===== src/rtl/grm_pkg.sv =====
package grm_pkg;

    localparam int unsigned HDR_BYTES  = 12;
    localparam int unsigned BODY_START = 24;

    typedef enum logic [1:0] {
        T_OCTET = 2'd0,
        T_SHORT = 2'd1,
        T_LONG  = 2'd2,
        T_LLONG = 2'd3
    } ptype_e;

    typedef enum logic {
        ST_IDLE = 1'b0,
        ST_SEND = 1'b1
    } st_e;

endpackage


===== src/rtl/grm_layout.sv =====
// Computes the aligned start offset of every parameter and the message end
// offset for one table row; offsets count from the first message byte.
module grm_layout #(
    parameter int NPARAM = 4,
    parameter int NUM_W  = 3,
    parameter int POS_W  = 7
) (
    input  logic [NPARAM*2-1:0]     types,
    input  logic [NUM_W-1:0]        count,
    output logic [NPARAM*POS_W-1:0] starts,
    output logic [POS_W-1:0]        msg_end
);
    import grm_pkg::*;

    logic [POS_W-1:0] off;
    logic [POS_W-1:0] sz;
    logic [POS_W-1:0] al;

    always_comb begin
        off    = POS_W'(BODY_START);
        starts = '0;
        sz     = '0;
        al     = '0;
        for (int p = 0; p < NPARAM; p++) begin
            sz = POS_W'(1) << types[p*2 +: 2];
            al = (off + sz - POS_W'(1)) & ~(sz - POS_W'(1));
            starts[p*POS_W +: POS_W] = al;
            if (p < int'(count)) begin
                off = al + sz;
            end
        end
        msg_end = off;
    end

endmodule


===== src/rtl/grm_byte_pick.sv =====
// Selects byte idx of a field of 2**lg bytes in the requested byte order.
module grm_byte_pick (
    input  logic [63:0] value,
    input  logic [1:0]  lg,
    input  logic [2:0]  idx,
    input  logic        little,
    output logic [7:0]  byte_o
);
    logic [2:0] top;
    logic [2:0] sel;

    always_comb begin
        top    = 3'((4'd1 << lg) - 4'd1);
        sel    = little ? idx : (top - idx);
        byte_o = value[{sel, 3'b000} +: 8];
    end

endmodule


===== src/rtl/grm_reply_marshal.sv =====
module grm_reply_marshal #(
    parameter int NPARAM   = 4,
    parameter int OP_COUNT = 4,
    parameter int NUM_W    = $clog2(NPARAM + 1),
    parameter int OP_W     = (OP_COUNT > 1) ? $clog2(OP_COUNT) : 1,
    // row r, entry p: type code at bits [r*NPARAM*2 + p*2 +: 2]
    parameter logic [OP_COUNT*NPARAM*2-1:0] OP_TYPES = 32'h0031_0802,
    // row r: number of returned words at bits [r*NUM_W +: NUM_W]
    parameter logic [OP_COUNT*NUM_W-1:0]    OP_NUM   = 12'h0D1
) (
    input  logic                  clk,
    input  logic                  rst_n,
    input  logic                  req_valid,
    output logic                  req_ready,
    input  logic [31:0]           req_id,
    input  logic                  req_little,
    input  logic [OP_W-1:0]       req_op,
    input  logic [NPARAM*64-1:0]  req_words,
    output logic                  out_valid,
    input  logic                  out_ready,
    output logic [7:0]            out_data,
    output logic                  out_sop,
    output logic                  out_eop
);
    import grm_pkg::*;

    localparam int MAX_END = BODY_START + NPARAM * 16;
    localparam int POS_W   = $clog2(MAX_END + 1);
    localparam int PIDX_W  = $clog2(NPARAM + 1);

    typedef struct packed {
        st_e                 st;
        logic [POS_W-1:0]    pos;
        logic [PIDX_W-1:0]   pidx;
        logic                little;
        logic [31:0]         id;
        logic [OP_W-1:0]     op;
        logic [NPARAM*64-1:0] words;
    } ctl_t;

    ctl_t ctl_d, ctl_q;

    logic [NPARAM*2-1:0]     row_types;
    logic [NUM_W-1:0]        row_count;
    logic [NPARAM*POS_W-1:0] starts;
    logic [POS_W-1:0]        msg_end;
    logic [31:0]             size32;
    logic [POS_W-1:0]        cur_start;
    logic [1:0]              cur_t;
    logic [63:0]             cur_word;
    logic [2:0]              body_off;
    logic                    in_pad;
    logic                    last_byte;
    logic [63:0]             hdr_val;
    logic [7:0]              hdr_byte;
    logic [7:0]              body_byte;
    logic [7:0]              data_c;

    assign row_types = OP_TYPES[ctl_q.op * (NPARAM*2) +: NPARAM*2];
    assign row_count = OP_NUM[ctl_q.op * NUM_W +: NUM_W];

    grm_layout #(
        .NPARAM (NPARAM),
        .NUM_W  (NUM_W),
        .POS_W  (POS_W)
    ) u_layout (
        .types   (row_types),
        .count   (row_count),
        .starts  (starts),
        .msg_end (msg_end)
    );

    always_comb begin
        size32    = 32'(msg_end) - 32'(HDR_BYTES);
        cur_start = '0;
        cur_t     = '0;
        cur_word  = '0;
        for (int p = 0; p < NPARAM; p++) begin
            if (ctl_q.pidx == PIDX_W'(p)) begin
                cur_start = starts[p*POS_W +: POS_W];
                cur_t     = row_types[p*2 +: 2];
                cur_word  = ctl_q.words[p*64 +: 64];
            end
        end
        in_pad    = ctl_q.pos < cur_start;
        body_off  = 3'(ctl_q.pos - cur_start);
        last_byte = ctl_q.pos == (msg_end - POS_W'(1));
        hdr_val   = (ctl_q.pos < POS_W'(HDR_BYTES)) ? {32'd0, size32}
                                                     : {32'd0, ctl_q.id};
    end

    // size field (bytes 8..11) and request id (bytes 16..19) share one picker
    grm_byte_pick u_hdr_pick (
        .value  (hdr_val),
        .lg     (2'd2),
        .idx    ({1'b0, ctl_q.pos[1:0]}),
        .little (ctl_q.little),
        .byte_o (hdr_byte)
    );

    grm_byte_pick u_body_pick (
        .value  (cur_word),
        .lg     (cur_t),
        .idx    (body_off),
        .little (ctl_q.little),
        .byte_o (body_byte)
    );

    always_comb begin
        data_c = 8'h00;
        if (ctl_q.pos < POS_W'(HDR_BYTES)) begin
            case (ctl_q.pos[3:0])
                4'd0:    data_c = 8'h47;
                4'd1:    data_c = 8'h49;
                4'd2:    data_c = 8'h4F;
                4'd3:    data_c = 8'h50;
                4'd4:    data_c = 8'h01;
                4'd5:    data_c = 8'h00;
                4'd6:    data_c = {7'd0, ctl_q.little};
                4'd7:    data_c = 8'h01;
                default: data_c = hdr_byte;
            endcase
        end else if (ctl_q.pos < POS_W'(BODY_START)) begin
            if (ctl_q.pos >= POS_W'(16) && ctl_q.pos < POS_W'(20)) begin
                data_c = hdr_byte;
            end
        end else if (!in_pad) begin
            data_c = body_byte;
        end
    end

    always_comb begin
        ctl_d = ctl_q;
        case (ctl_q.st)
            ST_IDLE: begin
                if (req_valid) begin
                    ctl_d.st     = ST_SEND;
                    ctl_d.pos    = '0;
                    ctl_d.pidx   = '0;
                    ctl_d.little = req_little;
                    ctl_d.id     = req_id;
                    ctl_d.op     = req_op;
                    ctl_d.words  = req_words;
                end
            end
            default: begin
                if (out_ready) begin
                    if (last_byte) begin
                        ctl_d.st = ST_IDLE;
                    end else begin
                        ctl_d.pos = ctl_q.pos + POS_W'(1);
                        if (ctl_q.pos >= POS_W'(BODY_START) && !in_pad &&
                            body_off == 3'((4'd1 << cur_t) - 4'd1)) begin
                            ctl_d.pidx = ctl_q.pidx + PIDX_W'(1);
                        end
                    end
                end
            end
        endcase
    end

    always_ff @(posedge clk or negedge rst_n) begin
        if (!rst_n) begin
            ctl_q <= '0;
        end else begin
            ctl_q <= ctl_d;
        end
    end

    assign req_ready = ctl_q.st == ST_IDLE;
    assign out_valid = ctl_q.st == ST_SEND;
    assign out_data  = out_valid ? data_c : 8'h00;
    assign out_sop   = out_valid && ctl_q.pos == '0;
    assign out_eop   = out_valid && last_byte;

endmodule


===== config.mk =====
export PLATFORM = sky130hd
export DESIGN_NAME = grm_reply_marshal
export DESIGN_NICKNAME = d
export VERILOG_FILES = /design/src/rtl/grm_pkg.sv /design/src/rtl/grm_layout.sv /design/src/rtl/grm_byte_pick.sv /design/src/rtl/grm_reply_marshal.sv
export SDC_FILE = /design/constraint.sdc
export NUM_CORES = 1
export LEC_CHECK = 0
export BUFFER_PORTS_ARGS = -buffer_cell sky130_fd_sc_hd__buf_2
export CELL_PAD_IN_SITES_DETAIL_PLACEMENT = 1
export CELL_PAD_IN_SITES_GLOBAL_PLACEMENT = 2
export CORE_MARGIN = 1.5
export CORE_UTILIZATION = 30
export CTS_BUF_LIST = sky130_fd_sc_hd__clkbuf_8 sky130_fd_sc_hd__clkbuf_16
export CTS_CLUSTER_SIZE = 30
export DETAILED_ROUTE_END_ITERATION = 6
export PLACE_DENSITY_LB_ADDON = 0.1
export SLEW_MARGIN = 20
export SYNTH_ARGS = -nofsm -noshare
export SYNTH_HDL_FRONTEND = slang
export SYNTH_SLANG_ARGS = --single-unit

===== constraint.sdc =====
create_clock -name clk -period 4.8 [get_ports clk]
set_input_delay 0.24 -clock clk [delete_from_list [all_inputs] [get_ports clk]]
set_output_delay 0.24 -clock clk [all_outputs]
set_load 0.02 [all_outputs]

==> results.env <==
TIMING.CRITICAL_PATH.SLOWEST_STAGE_CELL='mux4_2'
NUM-NETS-FINAL=2627
DRT_PASS1_ITERATIONS=5
INTERNAL_POWER_mW=11.5
TIMING.CRITICAL_PATH.CELLS='buf_6 -> inv_4 -> buf_6 -> ha_4 -> nor2b_4 -> a221oi_4 -> a2111oi_4 -> buf_4 -> nor2b_4 -> ha_2 -> fa_1 -> mux2i_4 -> buf_4 -> buf_12 -> mux4_2 -> a22oi_2 -> buf_4 -> o21ai_2 -> mux4_2 -> a221oi_2 -> nor2_1 -> buf_4'
AVGVIACOUNTPERCELL=4.72
REPORT.FINAL.HOLD_VIOL_COUNT=0
SYNTH_SEQ_CELLS=302
WORSTPATHMAXFANOUT=8
TIGHTESTPINTRANSITION_NS=0.965
POWER_DENSITY_nW_PER_UM2=842
TOTAL_SWITCHING_POWER_mW=7.54
DRCVIOLATIONCOUNT=0
P_COMB_SHARE_PCT=59.8
POST-ROUTE-PERIOD-UTIL_PCT=112
CRIT_PATH_START_KIND='flop'
REG2REGPATHDEPTH=19
FINAL_MAX_SLEW_VIOL_COUNT=0
POWER.STATIC_LEAKAGE_nW=11.4
DIE_AREA_SQ_UM=52000
R2R_END='ctl_q[292]$_DFFE_PN0P_'
CELL_REPEATED_MOST_ALONG_THE_WORST_PATH='buf_4'
FP.DIEH_MICRONS=228
FAILED_CHECKS='setup timing'
SYNTH_EDF_COUNT=0
WORST_HOLD_PATH.ENDPOINT='out_valid$_DFF_PN0_'
GRT_START_MAX_NET_PINS=159
HOLD-WORST-SLACK_NS=0.104
CELL_DEPTH_OF_THE_WORST_SETUP_PATH=22
SYNTH_SEQUENTIAL_AREA_RATIO_PCT=49.7
PLACE_HPWL_MM=40.6
TRITONCTS_NUM_SINKS=302
SWITCHING_SHARE_PCT=39.6
NUM_IO_PINS=307
GRT_USAGE_PCT=23.1
DRTANTENNAVIOLNETS=0
CLK-INSERTION-DELAY-LATE_NS=0.55
INITIALDRTVIOLATIONCOUNT=859
CORE_AREA_SQ_UM=50100
CRIT_PATH_MAX_INCR_DELAY_NS=0.53
WORST_EP_ARRIVAL_TIME_NS=5.15
NUMBER_OF_GLOBAL_ROUTE_VIAS_BEFORE_REPAIR=15500
GRT_PASS1_WL_MM=92.7
HOLD_DEPTH=3
CRITICAL_PATH.TOP_DELAY_FAMILY='buffers and inverters'
CTS_MADE_BUFFERS=38
SEQ_POWER_SHARE_PCT=24.8
FINAL.SETUP.WORST_SLACK_NS=-0.591
CTS.PATH.MAX_BUFFERS=3
DETAIL_ROUTE.WIRELENGTH_MM=59.8
TIMING.CRITICAL_PATH.REQUIRED_NS=4.56
PEAKVDDDROP_mV=0.655
GRT_SETUP_UNREPAIRED='true'
TRITONCTS='built'
CRIT_TYPE='reg2out'
CAP_VIOLATIONS=0
SYNTH.LIB_CELLS_USED.DISTINCT=63
IO_BUFFER_COUNT=306
FLOORPLAN.ROWS=82
ANTENNA_VIOLATIONS_BEFORE_REPAIR=0
WORSTHOLDSTART='req_valid'
ROUTEDWLPERCELL_MICRONS=20.0
MOSTFREQUENTLAYOUTCELLS='nand2_1, dfrtp_1, buf_2, dlygate4sd3_1, mux4_2'
TIMING.SLEW.HEADROOM_PCT=35.7
REG2REG_SETUP_SLACK_NS=0.39
POST_SYNTHESIS_CELL_AREA_SQ_UM=15200
LAYOUT-DRIVE-GT1-SHARE_PCT=25.6
FIN_SKEW_NS=0.0189
START_UTIL_PCT=30.4
POST_SYNTH_INST_COUNT=1669
POSTSYNTHNETCOUNT=2000
DP_SLACK_NS=-0.259
CP_NUM_BUF_INV=8
N_ANTENNA_CELL=0
DIE_WIDTH_MICRONS=228
YS_DOMINANT_REG_CELL='dfrtp_1'
FINALSETUPVIOLCOUNT=8
CTS-HTREE-LEVELS=2
WORSTSETUPENDPOINTTYPE='output port'
OUTCOME='finished with violations'
ROOT_BUFFER='clkbuf_16'
MAX_FREQ_MHz=185
GRT-OVFL-TOTAL=0
RR_STARTPOINT='ctl_q[256]$_DFFE_PN0P_'
HOLD_CLASS='in2reg'
CLOCK_POWER_SHARE_PCT=15.4
LAYOUT.CELLS.MOST_COMMON='nand2_1'
ASYNC_FLOP_SHARE_PCT=100
GPL.FINAL_WEIGHTED_CONGESTION=0.859
AVGSYNTHCELLAREA_SQ_UM=9.11
WORST_SETUP_HOLD_PATH_CLK_SLEW_NS=0.05
FIN_CRIT_NS=5.39
VIAS=14100
YOSYSWARNINGCOUNT=0
AREA_GROWTH_SYN_TO_LAYOUT_PCT=48.7
-- cell type report --
| class | instances | area, sq um |
|---|---|---|
| Fill cell | 5841 | 27500 |
| Sequential cell | 302 | 7560 |
| Multi-Input combinational cell | 1242 | 7430 |
| Timing Repair Buffer | 687 | 5410 |
| Clock buffer | 47 | 1090 |
| Tap cell | 672 | 841 |
| Clock inverter | 20 | 189 |
| Inverter | 25 | 98.8 |
-- state kept, by name, indices dropped and copies added, names as in the netlist --
| register | flops |
|---|---|
| ctl_q | 301 |
| out_valid | 1 |
-- what timing repair did --
action	4_1_cts	5_1_grt
hold buffers	293	0
endpoints found under the setup margin	8	9
cloned	3	0
pin swaps	21	27
buffers inserted	16	7
resized for setup	62	37
endpoints found under the hold margin	337	0
-- how the worst max path moves through the flow --
| stage | from | endpoint | slack (ns) |
|---|---|---|---|
| after floorplan | ctl_q[291]$_DFFE_PN0P_ | out_data[0] | 0.05 |
| after global placement | ctl_q[291]$_DFFE_PN0P_ | out_data[1] | -0.21 |
| after detailed placement | ctl_q[291]$_DFFE_PN0P_ | out_data[4] | -0.26 |
| after CTS | ctl_q[292]$_DFFE_PN0P_ | out_data[3] | -0.57 |
| after global routing | ctl_q[291]$_DFFE_PN0P_ | out_data[2] | -0.77 |
| final | ctl_q[291]$_DFFE_PN0P_ | out_data[2] | -0.59 |
-- routing by layer --
metal / vias up / track usage (%) / part of all wire [%]
met5: - / 0 / 0
met4: 0 / 6.21 / 2.3
met3: 74 / 3.10 / 3.3
met2: 279 / 38.4 / 48
met1: 7070 / 31.7 / 46
li1: 6715 / - / -
-- Yosys cell counts (all sizes together) (2+ instances only) --
master,n,area share [%]
nand2,907,22
dfrtp,302,50
mux4,78,12
clkbuf,72,1.8
o21ai,38,1.3
ha,34,2.8
buf,28,1.1
inv,25,0.62
nor2,25,0.67
a21oi,16,0.55
mux2i,16,1.1
a22oi,12,0.59
a221oi,9,0.60
nand3,9,0.30
nor3,9,0.30
nor2b,8,0.38
xnor2,7,0.40
a22o,6,0.35
and2,5,0.21
nand2b,5,0.26
nand3b,5,0.25
o211ai,5,0.25
o22ai,4,0.16
and3,3,0.12
xor2,3,0.17
a2111oi,2,0.12
a211oi,2,0.099
a21boi,2,0.099
a221o,2,0.13
a32o,2,0.13
and4,2,0.12
fa,2,0.26
nand4,2,0.082
nor4,2,0.082
o21a,2,0.099
o2bb2ai,2,0.12
or2,2,0.082
-- through the flow --
| stage | power (mW) | cells | utilization, % | setup TNS (ns) | cell area (sq um) |
|---|---|---|---|---|---|
| 6_report | 19.1 | 2995 | 45.2 | -3.94 | 22600 |
| 5_1_grt | 20.4 | 2995 | 45.2 | -5.58 | 22600 |
| 4_1_cts | 19.0 | 2990 | 44.9 | -4.05 | 22500 |
| 3_5_place_dp | 14.6 | 2611 | 35.6 | -1.24 | 17800 |
| 3_3_place_gp | 14.3 | 2611 | 35.6 | -1.00 | 17800 |
| 2_1_floorplan | 10.9 | 1669 | - | 0 | 15200 |
-- power by group through the flow --
stage               clock network [mW]  registers [mW]  logic (mW)
floorplan                            0            4.30        6.64
global placement                     0            4.78        9.48
detailed placement                   0            4.73        9.82
CTS                               3.01            4.72        11.3
global route                      3.11            4.87        12.4
finish                            2.94            4.73        11.4
-- cells by family after synthesis --
| family | count (synthesis) | share of synthesized area (%) |
|---|---|---|
| muxes | 95 | 12.7 |
| AOI/OAI and AO/OA | 113 | 5.04 |
| adders and majority gates | 36 | 3.06 |
| DFF | 302 | 49.7 |
| xor gates and xnor gates | 10 | 0.576 |
| buffers and inverters | 125 | 3.47 |
| and+or+nand+nor | 988 | 25.4 |
-- worst reg2reg max path: cells and delay by family (launching register included) --
kind	cells	cell delay, ns
adders and majority gates	3	0.86
muxes	1	0.15
AOI/OAI and AO/OA	7	1.53
and+or+nand+nor	5	1.07
DFF	1	0.36
buffers and inverters	3	0.38
No activity file was read; power rests on OpenSTA's default activity.
